### src/rtl/dbg_susp_pkg.sv
package dbg_susp_pkg;
  localparam int CSR_AW      = 2;
  localparam logic [CSR_AW-1:0] ADDR_SHUT = 2'd0;
  localparam logic [CSR_AW-1:0] ADDR_SEL  = 2'd1;
endpackage

### src/rtl/susp_csr.sv
module susp_csr
  import dbg_susp_pkg::*;
#(
  parameter int N_PERIPH = 16
) (
  input  logic                clk,
  input  logic                rst_n,
  input  logic                wr_i,
  input  logic                rd_i,
  input  logic [CSR_AW-1:0]   addr_i,
  input  logic [N_PERIPH-1:0] wdata_i,
  input  logic                halt_q_i,
  output logic [N_PERIPH-1:0] shut_o,
  output logic [N_PERIPH-1:0] sel_o,
  output logic [N_PERIPH-1:0] rdata_o
);
  logic [N_PERIPH-1:0] shut_q, sel_q;

  always_ff @(posedge clk or negedge rst_n) begin
    if (!rst_n) begin
      shut_q <= '0;
      sel_q  <= '0;
    end else if (wr_i) begin
      if (addr_i == ADDR_SHUT) shut_q <= wdata_i;
      if (addr_i == ADDR_SEL)  sel_q  <= wdata_i;
    end
  end

  always_comb begin
    rdata_o = '0;
    if (rd_i) begin
      if (addr_i == ADDR_SHUT)
        rdata_o = shut_q | (halt_q_i ? sel_q : '0);
      else if (addr_i == ADDR_SEL)
        rdata_o = sel_q;
    end
  end

  assign shut_o = shut_q;
  assign sel_o  = sel_q;


  rdata_bound_chk: assert property (@(posedge clk) disable iff (!rst_n)
    (rdata_o & ~(shut_q | sel_q)) == '0);


  unmapped_wr_chk: assert property (@(posedge clk) disable iff (!rst_n)
    (wr_i && addr_i != ADDR_SHUT && addr_i != ADDR_SEL) |=>
      ($stable(shut_q) && $stable(sel_q)));
endmodule

### src/rtl/susp_mask.sv
module susp_mask #(
  parameter int N_PERIPH = 16
) (
  input  logic                clk,
  input  logic                rst_n,
  input  logic                halt_i,
  input  logic [N_PERIPH-1:0] shut_i,
  input  logic [N_PERIPH-1:0] sel_i,
  output logic                halt_q_o,
  output logic [N_PERIPH-1:0] pdis_o
);
  logic [N_PERIPH-1:0] pdis_q;
  logic                halt_q;

  always_ff @(posedge clk or negedge rst_n) begin
    if (!rst_n) begin
      pdis_q <= '0;
      halt_q <= 1'b0;
    end else begin
      pdis_q <= shut_i | ({N_PERIPH{halt_i}} & sel_i);
      halt_q <= halt_i;
    end
  end

  assign pdis_o   = pdis_q;
  assign halt_q_o = halt_q;


  dis_source_chk: assert property (@(posedge clk) disable iff (!rst_n)
    (pdis_q & ~($past(shut_i) | $past(sel_i))) == '0);


  dis_idle_chk: assert property (@(posedge clk) disable iff (!rst_n)
    !halt_q |-> ((pdis_q & ~$past(shut_i)) == '0));
endmodule

### src/rtl/susp_gate.sv
module susp_gate #(
  parameter int N_PERIPH = 16,
  parameter int IDX_W    = 4
) (
  input  logic                clk,
  input  logic                rst_n,
  input  logic [IDX_W-1:0]    idx_i,
  input  logic                wr_i,
  input  logic                rd_i,
  input  logic [N_PERIPH-1:0] pdis_i,
  output logic [N_PERIPH-1:0] psel_o,
  output logic [N_PERIPH-1:0] pwr_en_o,
  output logic [N_PERIPH-1:0] prd_fx_o
);
  for (genvar p = 0; p < N_PERIPH; p++) begin : g_port
    logic hit;
    assign hit         = (idx_i == IDX_W'(p));
    assign psel_o[p]   = hit & (wr_i | rd_i);
    assign pwr_en_o[p] = hit & wr_i & ~pdis_i[p];
    assign prd_fx_o[p] = hit & rd_i & ~pdis_i[p];
  end


  wr_blocked_chk: assert property (@(posedge clk) disable iff (!rst_n)
    (pwr_en_o & pdis_i) == '0);


  wr_onehot_chk: assert property (@(posedge clk) disable iff (!rst_n)
    $onehot0(pwr_en_o));


  fx_within_sel_chk: assert property (@(posedge clk) disable iff (!rst_n)
    (prd_fx_o & ~psel_o) == '0);
endmodule

### src/rtl/flash_ramp.sv
module flash_ramp #(
  parameter int N_PERIPH  = 16,
  parameter int FLASH_BIT = 5
) (
  input  logic                clk,
  input  logic                rst_n,
  input  logic                halt_i,
  input  logic                halt_q_i,
  input  logic [N_PERIPH-1:0] sel_i,
  input  logic                ramp_done_i,
  output logic                ramp_pend_o
);
  logic applied_q, pend_q, set_now;

  assign set_now = halt_q_i & ~halt_i & applied_q;

  always_ff @(posedge clk or negedge rst_n) begin
    if (!rst_n) begin
      applied_q <= 1'b0;
      pend_q    <= 1'b0;
    end else begin
      applied_q <= halt_i & (applied_q | sel_i[FLASH_BIT]);
      if (set_now)          pend_q <= 1'b1;
      else if (ramp_done_i) pend_q <= 1'b0;
    end
  end

  assign ramp_pend_o = pend_q;


  ramp_on_exit_chk: assert property (@(posedge clk) disable iff (!rst_n)
    $rose(pend_q) |-> ($past(halt_q_i) && !$past(halt_i)));


  ramp_clear_chk: assert property (@(posedge clk) disable iff (!rst_n)
    $fell(pend_q) |-> $past(ramp_done_i));
endmodule

### src/rtl/dbg_susp_ctrl.sv
module dbg_susp_ctrl
  import dbg_susp_pkg::*;
#(
  parameter int N_PERIPH  = 16,
  parameter int FLASH_BIT = 5,
  parameter int IDX_W     = (N_PERIPH > 1) ? $clog2(N_PERIPH) : 1
) (
  input  logic                clk,
  input  logic                rst_n,
  input  logic                halt_i,
  input  logic                ramp_done_i,
  input  logic                csr_wr_i,
  input  logic                csr_rd_i,
  input  logic [CSR_AW-1:0]   csr_addr_i,
  input  logic [N_PERIPH-1:0] csr_wdata_i,
  output logic [N_PERIPH-1:0] csr_rdata_o,
  input  logic [IDX_W-1:0]    pacc_idx_i,
  input  logic                pacc_wr_i,
  input  logic                pacc_rd_i,
  output logic [N_PERIPH-1:0] psel_o,
  output logic [N_PERIPH-1:0] pwr_en_o,
  output logic [N_PERIPH-1:0] prd_fx_o,
  output logic [N_PERIPH-1:0] pdis_o,
  output logic                ramp_pend_o
);
  logic [N_PERIPH-1:0] shut, sel;
  logic                halt_q;

  susp_csr #(.N_PERIPH(N_PERIPH)) u_csr (
    .clk(clk), .rst_n(rst_n), .wr_i(csr_wr_i), .rd_i(csr_rd_i),
    .addr_i(csr_addr_i), .wdata_i(csr_wdata_i), .halt_q_i(halt_q),
    .shut_o(shut), .sel_o(sel), .rdata_o(csr_rdata_o)
  );

  susp_mask #(.N_PERIPH(N_PERIPH)) u_mask (
    .clk(clk), .rst_n(rst_n), .halt_i(halt_i), .shut_i(shut),
    .sel_i(sel), .halt_q_o(halt_q), .pdis_o(pdis_o)
  );

  susp_gate #(.N_PERIPH(N_PERIPH), .IDX_W(IDX_W)) u_gate (
    .clk(clk), .rst_n(rst_n), .idx_i(pacc_idx_i), .wr_i(pacc_wr_i),
    .rd_i(pacc_rd_i), .pdis_i(pdis_o), .psel_o(psel_o),
    .pwr_en_o(pwr_en_o), .prd_fx_o(prd_fx_o)
  );

  flash_ramp #(.N_PERIPH(N_PERIPH), .FLASH_BIT(FLASH_BIT)) u_ramp (
    .clk(clk), .rst_n(rst_n), .halt_i(halt_i), .halt_q_i(halt_q),
    .sel_i(sel), .ramp_done_i(ramp_done_i), .ramp_pend_o(ramp_pend_o)
  );


  rd_select_chk: assert property (@(posedge clk) disable iff (!rst_n)
    (pacc_rd_i && !pacc_wr_i) |-> $onehot(psel_o) || (int'(pacc_idx_i) >= N_PERIPH));
endmodule

### config.mk
export PLATFORM = sky130hd
export DESIGN_NAME = dbg_susp_ctrl
export DESIGN_NICKNAME = d
export VERILOG_FILES = /design/src/rtl/dbg_susp_pkg.sv /design/src/rtl/susp_csr.sv /design/src/rtl/susp_mask.sv /design/src/rtl/susp_gate.sv /design/src/rtl/flash_ramp.sv /design/src/rtl/dbg_susp_ctrl.sv
export SDC_FILE = /design/constraint.sdc
export NUM_CORES = 1
export LEC_CHECK = 0
export BUFFER_PORTS_ARGS = -buffer_cell sky130_fd_sc_hd__buf_2
export CAP_MARGIN = 20
export CORE_MARGIN = 1
export CORE_UTILIZATION = 49
export CTS_BUF_LIST = sky130_fd_sc_hd__clkbuf_4 sky130_fd_sc_hd__clkbuf_8
export CTS_CLUSTER_SIZE = 14
export DETAILED_ROUTE_END_ITERATION = 8
export HOLD_SLACK_MARGIN = 0.05
export PLACE_DENSITY = 0.82
export SKIP_LAST_GASP = 1
export SYNTH_ARGS = -nofsm -noshare
export SYNTH_HDL_FRONTEND = slang
export SYNTH_SLANG_ARGS = --single-unit
### constraint.sdc
create_clock -name clk -period 1.8 [get_ports clk]
set_input_delay 0.54 -clock clk [delete_from_list [all_inputs] [get_ports clk]]
set_output_delay 0.54 -clock clk [all_outputs]
set_load 0.005 [all_outputs]
Word level (Yosys, flattened, before mapping):

Index checks and enable logic that the tools add are counted.

* register bits after elaboration: 51
* output and inout port bits: 81
* logic and storage cells: 138

* bitwise operators: 105
* reduce and logical (&&, ||, !) cells: 5
* equal/unequal tests: 16
* multiplexer cells: 6

Operator list (count)
* $and 1x1->1: 83
* $mux 16: 4
* $eq 4x4->1 const B: 8
* $or 16x16->16: 2
* $not 1->1: 17
* $and 16x16->16: 1
* $eq 4x3->1 const B: 4
* $eq 4x2->1 const B: 2
* $eq 4x1->1 const B: 1
* $logic_not 4->1: 1
* $reduce_and 2->1: 2
* $eq 2x1->1 const B: 1
* $logic_not 2->1: 1
* $mux 1: 2
* $or 1x1->1: 2
* $reduce_bool 2->1: 1

Depth between registers and ports, before layout:

* depth in word-level cells: 4
* gate-level depth with buffers: 4

Modules after synthesis:

From an unflattened synthesis, not the netlist that was laid out.

* cells, all modules: 243
* area total of the unflattened synthesis: 2638.8 um2

By module, submodules not included
* susp_csr: times used 1, sequential area each 800.8 um2, area an instance 1515.2 um2, cells each 124
* susp_mask: times used 1, sequential area each 425.4 um2, area an instance 575.6 um2, cells each 35
* susp_gate: times used 1, sequential area each 0.0 um2, area an instance 470.5 um2, cells each 78
* flash_ramp: times used 1, sequential area each 50.0 um2, area an instance 77.6 um2, cells each 6

Least setup slack after synthesis:

Ideal clock, no wire load.

* path type: input port to output port
* start: in pacc_idx_i[2]
* end: out prd_fx_o[1]
* arrival time: 1247 ps
* stages: 3
* path slack: 13 ps
* cell sequence: or2_2 clkbuf_1 nor3_1

* word-level cells in the longest chain between the ends: 3

Ends and longest elaborated chain
* start: declaration: RTL line dbg_susp_ctrl.sv:17 `input logic [IDX_W-1:0] pacc_idx_i,`
* $eq 4x1->1: RTL line susp_gate.sv:17 `assign hit = (idx_i == IDX_W'(p));`
* $and 1x1->1 (2 in series): RTL line susp_gate.sv:20 `assign prd_fx_o[p] = hit & rd_i & ~pdis_i[p];`
* end: declaration: RTL line dbg_susp_ctrl.sv:22 `output logic [N_PERIPH-1:0] prd_fx_o,`

No other way between the ends.

Worst setup path after layout:

* start: in pacc_idx_i[1]
* end: out pwr_en_o[7]

* word-level cells in the longest chain between the ends: 3

Ends and longest elaborated chain
* $eq 4x3->1: RTL line susp_gate.sv:17
* $and 1x1->1 (2 in series): RTL line susp_gate.sv:19 `assign pwr_en_o[p] = hit & wr_i & ~pdis_i[p];`
* end: declaration: RTL line dbg_susp_ctrl.sv:21 `output logic [N_PERIPH-1:0] pwr_en_o,`

No other way between the ends.

==> results.md <==
- Status: finished with violations
- Failing checks: setup timing
- Vias in the first global route: 2,286
- IO Port Bufs: 110
- Slowest CP cell: nor3_1
- First-pass GRT wire length: 11,200 µm
- Cell Rows: 25
- Worst reg2reg path startpoint: u_mask.halt_q_o
- DRT iter0 DRCs: 89
- Worst flop-to-flop path endpoint: u_ramp.ramp_pend_o
- Clock sink count: 51
- ANT cells: 0
- Clk root buf: clkbuf_8
- Crit path kind: in2out
- Largest area contributor in the netlist: dfrtp_1
- CP Launch Point: pacc_idx_i[1]
- Via density: 5.79
- Die area: 5420 µm²
- Layout Area Growth over Synthesis: 58.3%
- Fin area: 3980 µm²
- Synth top area cells: dfrtp_1, mux2_2, nor3_1
- Post-layout min period: 2060 ps
- Pre-antenna DRT Iters: 4
- Vias after detailed routing: 2,532
- Synth warn: 0
- Count leader, synth: dfrtp_1
- Overall Global Routing Usage: 27.9%
- Hold WC Path Type: in2async
- Hold slack: 199 ps
- Post-Syn Nets: 266
- Peak Freq: 484 MHz
- Clock Skew: 7.97 ps
- Maximum vdd drop: 0.455 mV
- Buf+Inv Stages, Crit Path: 4
- Initial core utilization: 52.2%
- Max stage delay on crit path: 300 ps
- H-Tree Depth: 2
- Post-Syn Instances: 236
- Post-synth EDFFs: 0
- Mapped Avg Cell Area: 10.6 µm²
- Maximum root-to-sink buffer count: 2
- CTS Buf Count: 5
- Die H: 73.6 µm
- Most common library cells after synthesis: dfrtp_1, nor3_1, mux2_2
- Routed wire length: 8400 µm
- RSZ-0062 raised after global routing: true
- Worst-Margin Slew: 365 ps
- Slew Viols, Final: 0
- Core area: 4820 µm²
- Final period util: 115%
- Clock Pin Slew Worst Setup and Hold Paths: 90 ps
- Hold Fails Final Rpt: 0
- Syn Std Cell Area: 2510 µm²
- Slew margin rel.: 75.7%
- CTS tree: yes
- Final setup vio count: 55
- Asr flop ratio synth: 100%
- Largest net degree at the start of global routing: 52
- Flop-to-flop setup slack: 950 ps
- Post-CTS Hold Fix Bufs: 0
- Depth of the worst register-to-register path: 3
- Share of cells above drive strength 1: 68.4%
- DRT antenna net count: 0
- CP endpoint kind: output pin
- Setup total negative slack: -5090 ps
- Yosys top cell area share: 50.8%
- Crit path max fanout: 7
- Util after Layout: 82.5%
- Seq/Total Area, Yosys: 50.8%
- WL per Instance: 19.2 µm
- Pleak: 1.85 nW
- HPWL after DPL: 4990 µm
- DIE WIDTH: 73.6 µm
- Final nets: 400
- Yosys reg bits: 51
- Cell Pwr Density: 798 nW/µm²
- Critical path's top delay family: buffers and inverters
- Worst-Skew Late Latency: 290 ps
- Synth cell types: 26
- Main synth FF type: dfrtp_1
- Setup ws final: -264 ps
- GPL Wtd Cong: 0.814
- Total of max-cap violations: 0
- Required @ worst endpoint: 1260 ps
- GRT Residual Overflow: 0
- Cells along the critical path: buf_8 > buf_6 > buf_4 > nand3_1 > nor3_1 > buf_2
- DRC: 0
- Initial antenna violation count: 0
- Io pins: 111
- Critical Path Start Type: primary input
- Place WS: -281 ps
- CP arrival: 1520 ps
- DP Area: 3310 µm²
## layout by cell type (no fill, tap or decap), drive strengths merged
cell | Yosys | layout
buf | 7 | 143
dfrtp | 51 | 51
nor3 | 40 | 40
mux2 | 32 | 32
nand2b | 21 | 21
a21o | 16 | 16
o21ai | 16 | 16
a21oi | 16 | 16
clkbuf | 11 | 7
nand3b | 5 | 5
nor2 | 5 | 5
nor4 | 4 | 4
nand3 | 2 | 2
or2 | 1 | 2
nand2 | 2 | 2
or3b | 2 | 2
o211ai | 1 | 1
o21a | 1 | 1
nor3b | 1 | 1
inv | 1 | 1
o22ai | 1 | 1
bufinv | 0 | 1
## timing repair
item                                    CTS  global route
buffers inserted                          3             4
cloned                                    1             2
resized for setup                        64            58
endpoints found under the setup margin   64            64
pin swaps                                15            22
## power breakdown
group / switching, mW / leakage, nW / internal (mW)
sequential: 0.230 / 0.594 / 1.36
clock: 0.349 / 0.0547 / 0.423
combinational: 0.372 / 1.20 / 0.436
total: 0.952 / 1.85 / 2.22
## layer usage
metal / track usage, % / part of all wire [%]
met4: 8.97 / 3.2
met1: 32.9 / 39
met5: 0 / 0
met3: 5.08 / 7.2
met2: 51.2 / 51
## state kept, by name, indices dropped and copies added (netlist names)
register / count
u_mask.pdis_o: 16
u_csr.sel_o: 16
u_ramp.ramp_pend_o: 1
u_mask.halt_q_o: 1
u_ramp.applied_q: 1
u_csr.shut_o: 16
## cell type report
| class | instances | area (µm²) |
|---|---|---|
| tap | 67 | 83.8 |
| inverter | 1 | 3.75 |
| clock inverter | 1 | 30.0 |
| sequential | 51 | 1280 |
| timing repair buffer | 144 | 1000 |
| clock buffer | 6 | 76.3 |
| fill | 281 | 841 |
| multi-input combinational | 167 | 1510 |
## kinds of logic after synthesis
family	count (synthesis)	synth area share, %
buf+inv	19	3.88
simple gates	83	19.0
compound gates	51	12.0
flops	51	50.8
mux	32	14.3
## metrics by stage
step / power, mW / std cells
5_1_grt: 3.31 / 437
6_report: 3.17 / 437
4_1_cts: 3.03 / 432
3_3_place_gp: 2.18 / 421
2_1_floorplan: 1.86 / 236
3_5_place_dp: 2.21 / 421
## worst max-delay path by stage
stage / to / slack (ps) / depth (start not counted)
after floorplan: prd_fx_o[1] / 10 / 3
after global placement: pwr_en_o[12] / -270 / 4
after detailed placement: pwr_en_o[12] / -280 / 4
after CTS: pwr_en_o[13] / -130 / 5
after global routing: pwr_en_o[7] / -320 / 6
final: pwr_en_o[7] / -260 / 6
(Power assumes the default switching activity.)
